## config.mk

```make
export PLATFORM = sky130hd
export DESIGN_NAME = bbuf_top
export DESIGN_NICKNAME = d
export VERILOG_FILES = /design/src/rtl/bbuf_pkg.sv /design/src/rtl/bbuf_order.sv /design/src/rtl/bbuf_tx_queue.sv /design/src/rtl/bbuf_rx_queue.sv /design/src/rtl/bbuf_flags.sv /design/src/rtl/bbuf_top.sv
export SDC_FILE = /design/constraint.sdc
export NUM_CORES = 1
export LEC_CHECK = 0
export BUFFER_PORTS_ARGS = -buffer_cell sky130_fd_sc_hd__buf_2
export CORE_ASPECT_RATIO = 1.4
export CORE_MARGIN = 1.5
export CORE_UTILIZATION = 50
export CTS_CLUSTER_SIZE = 12
export DETAILED_ROUTE_END_ITERATION = 8
export PLACE_DENSITY = 0.73
export SYNTH_ARGS = -nofsm -noshare
export SYNTH_HDL_FRONTEND = slang
export SYNTH_SLANG_ARGS = --single-unit
```

## constraint.sdc

```tcl
create_clock -name clk_i -period 3.2 [get_ports clk_i]
set_clock_uncertainty 0.15 [all_clocks]
set_input_delay 0.48 -clock clk_i [delete_from_list [all_inputs] [get_ports clk_i]]
set_output_delay 0.48 -clock clk_i [all_outputs]
set_load 0.01 [all_outputs]
```

## src/rtl/bbuf_pkg.sv

```systemverilog
package bbuf_pkg;

  typedef struct packed {
    logic single;
    logic rx_ovr;
    logic rx_rdy;
    logic tx_udf;
    logic tx_rdy;
  } bbuf_flags_t;

endpackage

```

## src/rtl/bbuf_order.sv

```systemverilog
module bbuf_order #(
  parameter int BW = 8
) (
  input  logic          swap_i,
  input  logic [2*BW-1:0] wword_i,
  output logic [BW-1:0] first_o,
  output logic [BW-1:0] second_o,
  input  logic [BW-1:0] lane0_i,
  input  logic [BW-1:0] lane1_i,
  output logic [2*BW-1:0] rword_o
);

  always_comb begin
    if (swap_i) begin
      first_o  = wword_i[2*BW-1:BW];
      second_o = wword_i[BW-1:0];
      rword_o  = {lane0_i, lane1_i};
    end else begin
      first_o  = wword_i[BW-1:0];
      second_o = wword_i[2*BW-1:BW];
      rword_o  = {lane1_i, lane0_i};
    end
  end

endmodule

```

## src/rtl/bbuf_tx_queue.sv

```systemverilog
module bbuf_tx_queue #(
  parameter  int DEPTH = 4,
  parameter  int BW    = 8,
  localparam int LW    = $clog2(DEPTH + 1)
) (
  input  logic          clk_i,
  input  logic          rst_ni,
  input  logic          clr_i,
  input  logic          wr_i,
  input  logic          wr_byte_i,
  input  logic [BW-1:0] first_i,
  input  logic [BW-1:0] second_i,
  input  logic [BW-1:0] byte_i,
  input  logic          pop_i,
  output logic [BW-1:0] data_o,
  output logic [LW-1:0] level_o,
  output logic [LW-1:0] level_nxt_o,
  output logic          wr_acc_o,
  output logic          pop_empty_o
);

  logic [DEPTH-1:0][BW-1:0] q_q, q_n;
  logic [LW-1:0]            level_q, level_n;
  logic                     pop_hit;

  // oldest byte sits at index level-1; writes shift older bytes upward
  always_comb begin
    wr_acc_o    = wr_i & (level_q <= LW'(DEPTH - 2));
    pop_hit     = pop_i & (level_q != '0);
    pop_empty_o = pop_i & (level_q == '0);
    data_o      = '0;
    for (int i = 0; i < DEPTH; i++) begin
      if (level_q == LW'(i + 1)) data_o = q_q[i];
    end
    q_n     = q_q;
    level_n = level_q;
    if (pop_hit) level_n = level_n - LW'(1);
    if (wr_acc_o) begin
      if (wr_byte_i) begin
        for (int i = 1; i < DEPTH; i++) q_n[i] = q_q[i-1];
        q_n[0]  = byte_i;
        level_n = level_n + LW'(1);
      end else begin
        for (int i = 2; i < DEPTH; i++) q_n[i] = q_q[i-2];
        q_n[1]  = first_i;
        q_n[0]  = second_i;
        level_n = level_n + LW'(2);
      end
    end
  end

  always_ff @(posedge clk_i or negedge rst_ni) begin
    if (!rst_ni) begin
      q_q     <= '0;
      level_q <= '0;
    end else if (clr_i) begin
      q_q     <= '0;
      level_q <= '0;
    end else begin
      q_q     <= q_n;
      level_q <= level_n;
    end
  end

  assign level_o     = level_q;
  assign level_nxt_o = level_n;

endmodule

```

## src/rtl/bbuf_rx_queue.sv

```systemverilog
module bbuf_rx_queue #(
  parameter  int DEPTH = 4,
  parameter  int BW    = 8,
  localparam int LW    = $clog2(DEPTH + 1)
) (
  input  logic          clk_i,
  input  logic          rst_ni,
  input  logic          clr_i,
  input  logic          rd_i,
  input  logic          push_i,
  input  logic [BW-1:0] data_i,
  output logic [BW-1:0] lane0_o,
  output logic [BW-1:0] lane1_o,
  output logic [LW-1:0] level_o,
  output logic [LW-1:0] level_nxt_o,
  output logic          drop_o,
  output logic          rd_single_o
);

  logic [DEPTH-1:0][BW-1:0] r_q, r_a, r_n;
  logic [LW-1:0]            level_q, lvl_a, level_n;

  // read is applied first, then the push lands on the post-read level
  always_comb begin
    r_a         = r_q;
    lvl_a       = level_q;
    rd_single_o = 1'b0;
    if (rd_i) begin
      if (level_q == LW'(1)) begin
        lvl_a       = '0;
        rd_single_o = 1'b1;
      end else if (level_q >= LW'(2)) begin
        lvl_a = level_q - LW'(2);
        if (level_q > LW'(2)) begin
          for (int i = 0; i < DEPTH - 2; i++) r_a[i] = r_q[i+2];
        end
      end
    end
    r_n     = r_a;
    level_n = lvl_a;
    drop_o  = 1'b0;
    if (push_i) begin
      if (lvl_a == LW'(DEPTH)) begin
        drop_o = 1'b1;
      end else begin
        for (int i = 0; i < DEPTH; i++) begin
          if (lvl_a == LW'(i)) r_n[i] = data_i;
        end
        level_n = lvl_a + LW'(1);
      end
    end
  end

  always_ff @(posedge clk_i or negedge rst_ni) begin
    if (!rst_ni) begin
      r_q     <= '0;
      level_q <= '0;
    end else if (clr_i) begin
      r_q     <= '0;
      level_q <= '0;
    end else begin
      r_q     <= r_n;
      level_q <= level_n;
    end
  end

  assign lane0_o     = r_q[0];
  assign lane1_o     = r_q[1];
  assign level_o     = level_q;
  assign level_nxt_o = level_n;

endmodule

```

## src/rtl/bbuf_flags.sv

```systemverilog
module bbuf_flags
  import bbuf_pkg::*;
(
  input  logic        clk_i,
  input  logic        rst_ni,
  input  logic        clr_i,
  input  logic        pop_i,
  input  logic        pop_empty_i,
  input  logic        wr_acc_i,
  input  logic        tx_full_i,
  input  logic        push_i,
  input  logic        drop_i,
  input  logic        rd_i,
  input  logic        rd_single_i,
  input  logic        rx_empty_i,
  output bbuf_flags_t flags_o
);

  bbuf_flags_t f_q;

  always_ff @(posedge clk_i or negedge rst_ni) begin
    if (!rst_ni) begin
      f_q <= '0;
    end else if (clr_i) begin
      f_q.single <= 1'b0;
    end else begin
      f_q.tx_udf <= pop_empty_i | (f_q.tx_udf & ~wr_acc_i);
      f_q.tx_rdy <= (f_q.tx_rdy | pop_i) & ~tx_full_i;
      f_q.rx_ovr <= drop_i | (f_q.rx_ovr & ~rd_i);
      f_q.rx_rdy <= (f_q.rx_rdy | push_i) & ~(rd_i & rx_empty_i);
      f_q.single <= f_q.single | rd_single_i;
    end
  end

  assign flags_o = f_q;

endmodule

```

## src/rtl/bbuf_top.sv

```systemverilog
module bbuf_top
  import bbuf_pkg::*;
#(
  parameter  int DEPTH  = 4,
  parameter  int BYTE_W = 8,
  localparam int HW     = 2 * BYTE_W,
  localparam int LW     = $clog2(DEPTH + 1)
) (
  input  logic              clk_i,
  input  logic              rst_ni,
  input  logic              start_i,
  input  logic              swap_i,
  input  logic              host_wr_i,
  input  logic              host_wr_byte_i,
  input  logic [HW-1:0]     host_wdata_i,
  input  logic              host_rd_i,
  output logic [HW-1:0]     host_rdata_o,
  input  logic              tx_pop_i,
  output logic [BYTE_W-1:0] tx_data_o,
  input  logic              rx_push_i,
  input  logic [BYTE_W-1:0] rx_data_i,
  output logic [LW-1:0]     tx_level_o,
  output logic [LW-1:0]     rx_level_o,
  output logic              tx_udf_o,
  output logic              tx_rdy_o,
  output logic              rx_ovr_o,
  output logic              rx_rdy_o,
  output logic              single_o
);

  logic [BYTE_W-1:0] first_b, second_b, lane0, lane1;
  logic [LW-1:0]     tx_lvl_nxt, rx_lvl_nxt;
  logic              wr_acc, pop_empty, drop, rd_single;
  bbuf_flags_t       flags;

  bbuf_order #(.BW(BYTE_W)) u_order (
    .swap_i   (swap_i),
    .wword_i  (host_wdata_i),
    .first_o  (first_b),
    .second_o (second_b),
    .lane0_i  (lane0),
    .lane1_i  (lane1),
    .rword_o  (host_rdata_o)
  );

  bbuf_tx_queue #(.DEPTH(DEPTH), .BW(BYTE_W)) u_txq (
    .clk_i       (clk_i),
    .rst_ni      (rst_ni),
    .clr_i       (start_i),
    .wr_i        (host_wr_i),
    .wr_byte_i   (host_wr_byte_i),
    .first_i     (first_b),
    .second_i    (second_b),
    .byte_i      (host_wdata_i[BYTE_W-1:0]),
    .pop_i       (tx_pop_i),
    .data_o      (tx_data_o),
    .level_o     (tx_level_o),
    .level_nxt_o (tx_lvl_nxt),
    .wr_acc_o    (wr_acc),
    .pop_empty_o (pop_empty)
  );

  bbuf_rx_queue #(.DEPTH(DEPTH), .BW(BYTE_W)) u_rxq (
    .clk_i       (clk_i),
    .rst_ni      (rst_ni),
    .clr_i       (start_i),
    .rd_i        (host_rd_i),
    .push_i      (rx_push_i),
    .data_i      (rx_data_i),
    .lane0_o     (lane0),
    .lane1_o     (lane1),
    .level_o     (rx_level_o),
    .level_nxt_o (rx_lvl_nxt),
    .drop_o      (drop),
    .rd_single_o (rd_single)
  );

  bbuf_flags u_flags (
    .clk_i       (clk_i),
    .rst_ni      (rst_ni),
    .clr_i       (start_i),
    .pop_i       (tx_pop_i),
    .pop_empty_i (pop_empty),
    .wr_acc_i    (wr_acc),
    .tx_full_i   (wr_acc & (tx_lvl_nxt > LW'(DEPTH - 2))),
    .push_i      (rx_push_i),
    .drop_i      (drop),
    .rd_i        (host_rd_i),
    .rd_single_i (rd_single),
    .rx_empty_i  (rx_lvl_nxt == '0),
    .flags_o     (flags)
  );

  assign tx_udf_o = flags.tx_udf;
  assign tx_rdy_o = flags.tx_rdy;
  assign rx_ovr_o = flags.rx_ovr;
  assign rx_rdy_o = flags.rx_rdy;
  assign single_o = flags.single;

endmodule

```

After elaboration in Yosys (flattened, before gate mapping)
Index checks and enable logic that the tools add are counted.
{"block": "word_totals", "regBits": 75, "input_bits": 33, "word_cells": 98}
{"block": "op_classes", "addsub": 5, "n_lt_le_gt_ge": 4, "n_eq_ne": 10, "n_mux": 36, "n_bitwise": 18, "reduce_logical": 10}
{"cell": "$mux W32", "count": 6}
{"cell": "$mux W16", "count": 5}
{"cell": "$mux W8", "count": 10}
{"cell": "$mux W3", "count": 10}
{"cell": "$eq A3 B2 Y1 const B", "count": 4}
{"cell": "$and A1 B1 Y1", "count": 9}
{"cell": "$eq A3 B1 Y1 const B", "count": 3}
{"cell": "$logic_not A3 Y1", "count": 3}
{"cell": "$reduce_bool A2 Y1", "count": 4}
{"cell": "$add A3 B1 Y3 const B", "count": 2}
{"cell": "$eq A3 B3 Y1 const B", "count": 2}
{"cell": "$gt A3 B2 Y1 const B", "count": 2}
{"cell": "$reduce_and A3 Y1", "count": 2}
{"cell": "$mux W1", "count": 5}
{"cell": "$or A1 B1 Y1", "count": 5}
{"cell": "$not A1 Y1", "count": 4}
{"cell": "$add A3 B2 Y3 const B", "count": 1}
{"cell": "$ge A3 B2 Y1 const B", "count": 1}
{"cell": "$le A3 B2 Y1 const B", "count": 1}
{"cell": "$reduce_bool A3 Y1", "count": 1}
{"cell": "$sub A3 B1 Y3 const B", "count": 1}
{"cell": "$sub A3 B2 Y3 const B", "count": 1}
{"cell": "$ne A2 B2 Y1 const B", "count": 1}

Logic depth before layout (Yosys ltp)
Gate-level depths: netlist (run 1).
{"block": "logic_depth", "depth_word": 11, "depth_mapped": 12}

Cells and area by module
From an unflattened synthesis (run 1), not the netlist that was laid out.
{"block": "hier_totals", "hier_cells": 503, "hier_area_um2": 5128.7}
{"module": "bbuf_tx_queue", "n_inst": 1, "cells_per_inst": 235, "area_per_inst_um2": 2230.9, "seq_area_each_um2": 875.8}
{"module": "bbuf_rx_queue", "n_inst": 1, "cells_per_inst": 212, "area_per_inst_um2": 2124.5, "seq_area_each_um2": 875.8}
{"module": "bbuf_order", "n_inst": 1, "cells_per_inst": 36, "area_per_inst_um2": 544.3, "seq_area_each_um2": 0.0}
{"module": "bbuf_flags", "n_inst": 1, "cells_per_inst": 17, "area_per_inst_um2": 207.7, "seq_area_each_um2": 125.1}
{"module": "bbuf_top", "n_inst": 1, "cells_per_inst": 3, "area_per_inst_um2": 21.3, "seq_area_each_um2": 0.0}

Worst setup path before layout (run 1)
No wires, ideal clock.
{"block": "synth_path", "path_type": "register -> register", "start": "register u_rxq.level_q[1] (netlist: u_rxq.level_o[1])", "end": "register u_rxq.r_q, in the netlist u_rxq.r_a[24]", "setup_ps": 125, "t_arrival_ps": 2502, "path_slack_ps": 424, "path_stages_with_launch": 12, "n_path_buf": 1, "period_less_slack_ps": 2776, "cell_sequence": "dfrtp_1 -> buf_4 -> inv_1 -> ha_1 -> and2b_2 -> xnor2_1 -> or2_4 -> inv_2 -> ha_1 -> ha_1 -> a31oi_4 -> mux2_2"}
{"block": "synth_via", "elab_chain_len": 7}
{"item": "start: declaration", "line": "bbuf_rx_queue.sv:21", "text": "logic [LW-1:0] level_q, lvl_a, level_n;"}
{"item": "start signal: assignment", "line": "bbuf_rx_queue.sv:63", "text": "level_q <= level_n;"}
{"item": "$sub A3 B2 Y3 / $ge A3 B2 Y1 (equally long branches)", "line": "bbuf_rx_queue.sv:33, bbuf_rx_queue.sv:32"}
{"item": "$mux W3", "line": "bbuf_rx_queue.sv:32", "text": "end else if (level_q >= LW'(2)) begin"}
{"item": "$mux W3", "line": "bbuf_rx_queue.sv:29", "text": "if (level_q == LW'(1)) begin"}
{"item": "$mux W3 *", "line": "bbuf_rx_queue.sv:28", "text": "if (rd_i) begin"}
{"item": "$eq A3 B3 Y1 / $eq A3 B2 Y1 (equally long branches)", "line": "bbuf_rx_queue.sv:43, bbuf_rx_queue.sv:47"}
{"item": "$ne A2 B2 Y1 (no source line) / $reduce_bool A2 Y1 (equally long branches)"}
{"item": "$reduce_and A3 Y1 (no source line) *"}
{"item": "end signal: assignment", "line": "bbuf_rx_queue.sv:62", "text": "r_q <= r_n;"}
{"item": "end: declaration", "line": "bbuf_rx_queue.sv:20", "text": "logic [DEPTH-1:0][BW-1:0] r_q, r_a, r_n;"}
Mark *: on every way between the ends. The rest lies on a longest branch, timed or not.
A chain may end at the register's enable or synchronous reset.

Worst setup path in the final report (run 1)
Ends and elaborated chain as after synthesis.

==> results.toml, run 1 <==
[drt]
dr_total_vias = 3634
wl_per_cell_um = 16.5
ant_nets = 0
drt-initial-drc-count = 268
wl_um = 10400
drtPass1Iterations = 4
via_per_inst = 5.79
drc = 0

[global_route]
grt_usage_pct = 22.2
overflow = 0
grt_antenna_before_repair = 0
grt_max_degree = 76
grt_pass1_wl_um = 17300
first_global_vias = 3588

[clocking]
clk_latency_ns = 0.33
cts_max_level = 3
cts_tree = "done"
hold_buffers = 0
cts_buffer_depth = 2
cts-resized-gates = 0
cts_sinks = 75
path_clk_slew_ns = 0.06
cts_setup_buffers = 0
cts_made_buffers = 9
cts_root_buf = "clkbuf_16"

[sta]
tightestPinTransition_ns = 0.969
min_period_ns = 2.98
fmax_mhz = 336
tns_ns = 0
fin_crit_sh_pct = 93.1
hold_viol = 0
rsz0062_at_grt = "false"
slew_headroom_pct = 35.4
finalSetupViolCount = 0
setup_slack_ns = 0.222
slew_viol_final = 0

[synthesis]
ys_async_sr_fraction_pct = 100
syn_avg_cell_area_um2 = 9.64
synth_cells = 469
synthTopCellsByCount = "dfrtp_1, nor2_1, nand2_1, mux2i_1, a211oi_1"
synthTopCellsByArea = "dfrtp_1, mux2i_1, mux2_2, a211oi_1, nor2_1"
synth_edf_count = 0
syn-cell-area_mm2 = 0.00452
ys_seq_elements = 75
synth.most_common_cell = "dfrtp_1"
synth_fp_nets = 511
synth_cell_type_count = 50
synth_top_cell_by_area = "dfrtp_1"
synth_flop_cell = "dfrtp_1"
synth_top_area_share_pct = 41.5
yosysWarnings = 0
seq_area_frac_synth_pct = 41.5

[worst_setup_path]
crit_required_ns = 3.26
critPathCaptureType = "flop"
worstSetupPathType = "reg2reg"
cp-start-kind = "flop"
worstPathArrival_ns = 3.04
crit_fanout = 10

[floorplanning]
coreArea_mm2 = 0.00866
die_w_um = 83.4
fp.dieArea_mm2 = 0.00963
start_util_pct = 52.2
die_h_um = 115
num_rows = 40
ios = 68

[layout]
utilization_pct = 59.9
drive_above_1_share_pct = 25.6
diodes = 0
fill_cells = 746
nNetsFinal = 560
fin_cells = 628
synthToLayoutAreaGrowth_pct = 14.7

[placement]
gp_congestion = 0.797
hpwlAfterDp_um = 6670
post-place-cells = 612
port_buffers = 67
place_ws_ns = 0.281

[power]
p_leak_nw = 2.47
ir_drop_v = 0.000539
internal-power_mw = 2.54
sw_frac_of_total_pct = 38.8
pwr-share-clk_pct = 25.3
power.density_mw_per_mm2 = 800
finalPower_mw = 4.15
p_switching_mw = 1.61
p_seq_share_pct = 34.6
combPwrFrac_pct = 40.1

[hold_path]
hold_class = "in2async"

[outcome]
outcome = "finished clean"

[job]
maxCapViolations = 0
worst max-delay path, stage by stage, from the launching register on:
cell and delay (ns):
dfrtp_1 0.49, inv_1 0.12, ha_1 0.24, and2b_2 0.27, xnor2_1 0.23, or2_4 0.18
inv_2 0.05, ha_1 0.18, ha_1 0.23, a31oi_4 0.35, mux2_2 0.38
power groups by stage:
stage	logic, mW	registers [mW]	clock network, mW
3_5_place_dp	1.66	1.45	0
4_1_cts	1.67	1.43	1.06
5_1_grt	1.85	1.47	1.10
2_1_floorplan	1.27	1.38	0
6_report	1.66	1.44	1.05
3_3_place_gp	1.62	1.43	0
flip-flops by register name, summed over array words and instances (netlist names):
signal,flops
u_rxq.lane0_o,8
u_txq.level_o,3
u_flags.flags_o,5
u_rxq.level_o,3
u_rxq.lane1_o,8
u_rxq.r_a,16
u_txq.q_q,32
layout by cell type (no fill, tap or decap), drive strengths merged, types with 2 or more instances in the layout:
| master | n |
|---|---|
| a211oi | 32 |
| a21oi | 29 |
| a311oi | 8 |
| a31oi | 3 |
| and2 | 10 |
| buf | 73 |
| clkbuf | 9 |
| clkinv | 2 |
| dfrtp | 75 |
| ha | 9 |
| inv | 14 |
| mux2 | 34 |
| mux2i | 41 |
| nand2 | 48 |
| nand2b | 4 |
| nand3b | 10 |
| nor2 | 50 |
| nor2b | 10 |
| nor3 | 3 |
| nor3b | 3 |
| o211ai | 11 |
| o21ai | 21 |
| o31ai | 2 |
| or2 | 2 |
| xnor2 | 4 |
kinds of logic after synthesis:
| group | count (synthesis) | share of synthesized area (%) |
|---|---|---|
| multiplexers | 75 | 17.6 |
| XOR/XNOR | 4 | 0.775 |
| AND/OR/NAND/NOR | 145 | 15.6 |
| adder cells (fa/ha/maj) | 9 | 2.49 |
| buffers and inverters | 46 | 4.65 |
| AO/OA/AOI/OAI | 115 | 17.4 |
| flip-flops | 75 | 41.5 |
routing by layer:
layer	routed length [µm]	GRT usage, %	part of all wire [%]	vias to the layer above
li1	-	-	-	1777
met1	4410	28.2	42	1756
met2	5330	38.5	51	85
met3	476	3.70	4.6	16
met4	159	8.11	1.5	0
met5	0	0	0	-
through the flow:
stage,area (µm²),hold WS [ns]
2_1_floorplan,4520,0.0344
3_3_place_gp,4880,0.325
3_5_place_dp,4880,0.327
4_1_cts,5180,0.259
5_1_grt,5180,0.275
6_report,5180,0.230
area by class of cell:
class                           count  area [µm²]  share of cell area [%]
Multi-Input combinational cell    348        2430                    47.0
Sequential cell                    75        1880                    36.2
Timing Repair Buffer               73         393                    7.58
Clock buffer                        9         225                    4.35
Tap cell                          105         131                    2.54
Clock inverter                      7        81.3                    1.57
Inverter                           11        41.3                   0.797
path summary, 6_finish.rpt:
| path | startpoint | end | slack (ns) | depth (start not counted) |
|---|---|---|---|---|
| max | u_rxq.level_o[1] | u_rxq.r_a[24] | 0.22 | 10 |
| min | rst_ni | u_txq.q_q[26] | 0.23 | 2 |
| max reg2reg | u_rxq.level_o[1] | u_rxq.r_a[24] | 0.22 | 10 |
| min reg2reg | u_flags.flags_o[4] | u_flags.flags_o[4] | 0.33 | 2 |
| max in group asynchronous | rst_ni | u_txq.q_q[25] | 2.04 | 2 |
| min in group clk_i | host_wdata_i[13] | u_txq.q_q[5] | 0.26 | 3 |
No activity file was read; power rests on OpenSTA's default activity.
==> inputs of run 2 (changes only) <==
- CORE_MARGIN: 1.5 -> unset
==> run 2 against run 1 <==
  * Worst setup slack improved by 0.015 ns
  * Final cell count increased by 0.32%
  * Global-route usage increased by 1.6 points
  * Combinational power about the same
  * Sequential share of layout area decreased by 0.47 points
  * Design area increased by 1.3%
  * Wire length increased by 1.8%
  * Critical path type unchanged
  * Sequential power about the same
  * Fmax increased by 0.51%
  * Flip-flop and latch count unchanged
  * Largest power group unchanged
==> results.toml, run 2 (synthesized netlist as in run 1, its figures left out) <==
[layout]
fin_cells = 630
diodes = 0
multi_input_area_mm2 = 0.00243
synthToLayoutAreaGrowth_pct = 16.2
utilization_pct = 60.7
nNetsFinal = 562
final_cell_mix = "dfrtp_1, buf_2, nor2_1"
drive_above_1_share_pct = 25.9
final_cell_area_mm2 = 0.00525
layout_commonest_cell = "dfrtp_1"
fill_cells = 745
largest_reg_flops = 32
seq_area_mm2 = 0.00188
largest-register = "u_txq.q_q"

[clocking]
cts_setup_buffers = 0
cts_made_buffers = 9
clk_latency_ns = 0.33
cts-resized-gates = 0
hold_buffers = 0
cts_max_level = 3
cts_root_buf = "clkbuf_16"
cts_sinks = 75
cts_tree = "done"
path_clk_slew_ns = 0.06
cts_buffer_depth = 2

[drt]
wl_per_cell_um = 16.8
via_per_inst = 5.82
dr_total_vias = 3665
drt-initial-drc-count = 287
drc = 0
wl_um = 10600
drtPass1Iterations = 4
ant_nets = 0

[sta]
tightestPinTransition_ns = 0.761
whs_ns = 0.0186
tns_ns = 0
rsz0062_at_grt = "false"
setup_slack_ns = 0.237
fmax_mhz = 337
finalSetupViolCount = 0
fin_crit_sh_pct = 92.6
slew_viol_final = 0
hold_viol = 0
min_period_ns = 2.96
slew_headroom_pct = 49.3

[floorplanning]
coreArea_mm2 = 0.00866
die_h_um = 114
ios = 68
start_util_pct = 52.2
fp.dieArea_mm2 = 0.00943
die_w_um = 82.4
num_rows = 40

[worst_setup_path]
crit_fanout = 10
critPathCaptureType = "flop"
rr_worst_depth = 10
reg2reg_from = "u_rxq.level_o[1]"
r2r-end = "u_rxq.r_a[27]"
crit_required_ns = 3.26
worstPathArrival_ns = 3.02
r2r_setup_slack_ns = 0.24
cp-start-kind = "flop"
worstSetupPathType = "reg2reg"

[placement]
gp_congestion = 0.790
place_ws_ns = 0.246
post-place-cells = 614
port_buffers = 67
hpwlAfterDp_um = 7030
place_area_mm2 = 0.00490

[global_route]
grt_usage_pct = 23.9
overflow = 0
grt_antenna_before_repair = 0
grt_max_degree = 76
first_global_vias = 3521
grt_pass1_wl_um = 17000

[job]
maxCapViolations = 0

[outcome]
outcome = "finished clean"

[power]
power.density_mw_per_mm2 = 816
ir_drop_v = 0.000559
finalPower_mw = 4.29
p_leak_nw = 2.51

[hold_path]
hold_class = "in2async"
==> run 2: cell type report <==
class,instances,area share (%)
clock buffer,9,4.29
clock inverter,7,2.34
inverter,11,0.786
multi-input combinational,348,46.3
sequential,75,35.7
tap,105,2.50
timing repair buffer,75,8.01
==> run 2: critical path, cell delays in order, from the launching register on <==
cell and delay (ns):
dfrtp_1 0.48, inv_1 0.11, ha_1 0.25, and2b_2 0.27, xnor2_1 0.21, or2_4 0.17
inv_2 0.05, ha_1 0.18, ha_1 0.23, a31oi_4 0.34, mux2_2 0.39
==> run 2: report_power, final <==
part / internal [mW] / switching (mW) / total [mW]
logic: 0.718 / 0.953 / 1.67
registers: 1.20 / 0.240 / 1.44
clock network: 0.768 / 0.407 / 1.18
total: 2.69 / 1.60 / 4.29
==> run 2: how the worst max path moves through the flow <==
stage	start	to	slack (ns)
after floorplan	u_rxq.level_o[1]	u_rxq.r_a[24]	0.42
after global placement	u_rxq.level_o[1]	u_rxq.r_a[26]	0.36
after detailed placement	u_rxq.level_o[1]	u_rxq.r_a[27]	0.25
after CTS	u_rxq.level_o[1]	u_rxq.r_a[27]	0.22
after global routing	u_rxq.level_o[1]	u_rxq.r_a[27]	0.01
final	u_rxq.level_o[1]	u_rxq.r_a[27]	0.24
==> run 2: routing by layer <==
metal / global-route usage (%) / wire length [µm] / up-vias
li1: - / - / 1780
met1: 29.7 / 4370 / 1783
met2: 40.6 / 5540 / 82
met3: 4.46 / 436 / 20
met4: 8.30 / 206 / 0
met5: 0 / 0 / -
==> inputs of run 3 (changes only) <==
- SETUP_SLACK_MARGIN: unset -> 0.2
- clock period: 3.2 -> 3 ns (I/O delays scaled with it)
==> run 3 against run 2 <==
  * Design area rose by 0.57%
  * Critical path depth is 1 higher
  * Sequential power increased by 6%
  * Sequential share of layout area shrank 0.20 points
  * Clock-buffer cell count increased by 3
  * Clock power barely moved
  * Critical path type unchanged
  * Largest cell class unchanged
==> results.toml, run 3 (synthesized netlist as in run 1, its figures left out) <==
[clocking]
cts_root_buf = "clkbuf_16"
hold_buffers = 0
cts_max_level = 3
cts_made_buffers = 9
clk_latency_ns = 0.33
cts_sinks = 75
cts_buffer_depth = 2
cts_tree = "done"
path_clk_slew_ns = 0.06

[layout]
multi_input_area_mm2 = 0.00245
diodes = 0
seq_area_mm2 = 0.00188
nNetsFinal = 568
fin_cells = 636
final_cell_mix = "dfrtp_1, buf_2, nor2_1"
largest_reg_flops = 32
layout_commonest_cell = "dfrtp_1"
synthToLayoutAreaGrowth_pct = 16.9
fill_cells = 760
largest-register = "u_txq.q_q"
drive_above_1_share_pct = 26.9

[worst_setup_path]
cp-start-kind = "flop"
critPathSlowestCell = "dfrtp_1"
critPathCaptureType = "flop"
worstSetupPathType = "reg2reg"
crit_required_ns = 3.07
crit_top_cell = "ha_1"
cpPeakStageDelay_ns = 0.37
worstPathArrival_ns = 2.77
crit_fanout = 6
path_cells = "inv_1, ha_2, and2b_2, xnor2_2, or2_4, inv_2, ha_1, ha_1, a31oi_4, buf_4, mux2_2"

[power]
combPwrFrac_pct = 40.9
internal-power_mw = 2.84
p_leak_nw = 2.53
p_switching_mw = 1.70
sw_frac_of_total_pct = 37.5
power.density_mw_per_mm2 = 860
ir_drop_v = 0.000525
pwr-share-clk_pct = 25.6
p_seq_share_pct = 33.4

[sta]
finalSetupViolCount = 0
hold_viol = 0
slew_viol_final = 0
tns_ns = 0
fin_crit_sh_pct = 90.1
fmax_mhz = 370
slew_headroom_pct = 46.1
tightestPinTransition_ns = 0.808
min_period_ns = 2.70
rsz0062_at_grt = "false"
setup_slack_ns = 0.298

[floorplanning]
die_h_um = 114
ios = 68
start_util_pct = 52.2
coreArea_mm2 = 0.00866
num_rows = 40
die_w_um = 82.4
fp.dieArea_mm2 = 0.00943

[placement]
port_buffers = 67
post-place-cells = 618
hpwlAfterDp_um = 7380
gp_congestion = 0.837
place_ws_ns = 0.204

[drt]
via_per_inst = 5.90
drtPass1Iterations = 4
drc = 0
ant_nets = 0
dr_total_vias = 3750
wl_um = 11100
wl_per_cell_um = 17.4
drt-initial-drc-count = 247

[outcome]
outcome = "finished clean"

[global_route]
grt_usage_pct = 24.8
grt_antenna_before_repair = 0
grt_max_degree = 60
overflow = 0
grt_pass1_wl_um = 17600
first_global_vias = 3607

[job]
maxCapViolations = 0

[hold_path]
hold_class = "in2async"
-- run 3: cell count changes in the layout (fill, tap and decap cells not counted), sizes merged --
cell	delta
inv	-2
buf	+6
clkbuf	+3
clkinvlp	-1
bufinv	-1
clkinv	+1
-- run 3: final timing paths --
check,slack (ns),from,endpoint,cells past startpoint
hold reg to reg,0.36,u_rxq.r_a[31],u_rxq.r_a[31],1
hold / removal,0.05,rst_ni,u_txq.q_q[24],1
setup / recovery,0.30,u_rxq.level_o[1],u_rxq.r_a[29],11
max in group asynchronous,1.95,rst_ni,u_txq.q_q[1],2
setup reg to reg,0.30,u_rxq.level_o[1],u_rxq.r_a[29],11
min in group clk_i,0.24,host_wdata_i[9],u_txq.q_q[1],3
-- run 3: per-layer routing --
layer / GRT usage, % / vias to the layer above / part of all wire [%] / routed length [µm]
li1: - / 1791 / - / -
met4: 10.8 / 0 / 2.9 / 318
met3: 4.86 / 27 / 4.4 / 485
met1: 30.2 / 1835 / 42 / 4610
met5: 0 / - / 0 / 0
met2: 41.7 / 97 / 51 / 5640
-- run 3: metrics by stage --
stage	total power [mW]	hold slack [ns]	instance area, µm²	util, %
2_1_floorplan	2.83	0.00441	4520	-
3_3_place_gp	3.29	0.339	4930	57.0
3_5_place_dp	3.37	0.347	4930	57.0
4_1_cts	4.54	0.0912	5250	60.7
5_1_grt	4.82	0.120	5280	61.0
6_report	4.54	0.0529	5280	61.0
-- run 3: worst max-delay path, delay by kind of cell, from the launching register on --
family / cells / cell delay, ns
AND/OR/NAND/NOR: 2 / 0.42
buffers and inverters: 3 / 0.32
multiplexers: 1 / 0.34
AO/OA/AOI/OAI: 1 / 0.20
flip-flops: 1 / 0.37
XOR/XNOR: 1 / 0.16
adder cells (fa/ha/maj): 3 / 0.63
-- run 3: power by group through the flow --
stage | logic [mW] | registers [mW] | clock network, mW
6_report | 1.86 | 1.52 | 1.16
5_1_grt | 2.04 | 1.55 | 1.22
4_1_cts | 1.85 | 1.51 | 1.18
3_5_place_dp | 1.84 | 1.53 | 0
3_3_place_gp | 1.78 | 1.51 | 0
2_1_floorplan | 1.36 | 1.47 | 0
-- run 3: cell type report --
type                       count  share of cell area [%]
tap                          105                    2.49
multi-input combinational    348                    46.3
timing repair buffer          81                    8.81
clock buffer                  12                    4.67
sequential                    75                    35.5
clock inverter                 4                    1.40
inverter                      11                   0.782
-- run 3: timing repair --
item | 4_1_cts | 5_1_grt
setup buffers | 0 | 2
endpoints found under the hold margin | 0 | 0
setup endpoints to repair | 0 | 16
resized for setup | 0 | 3
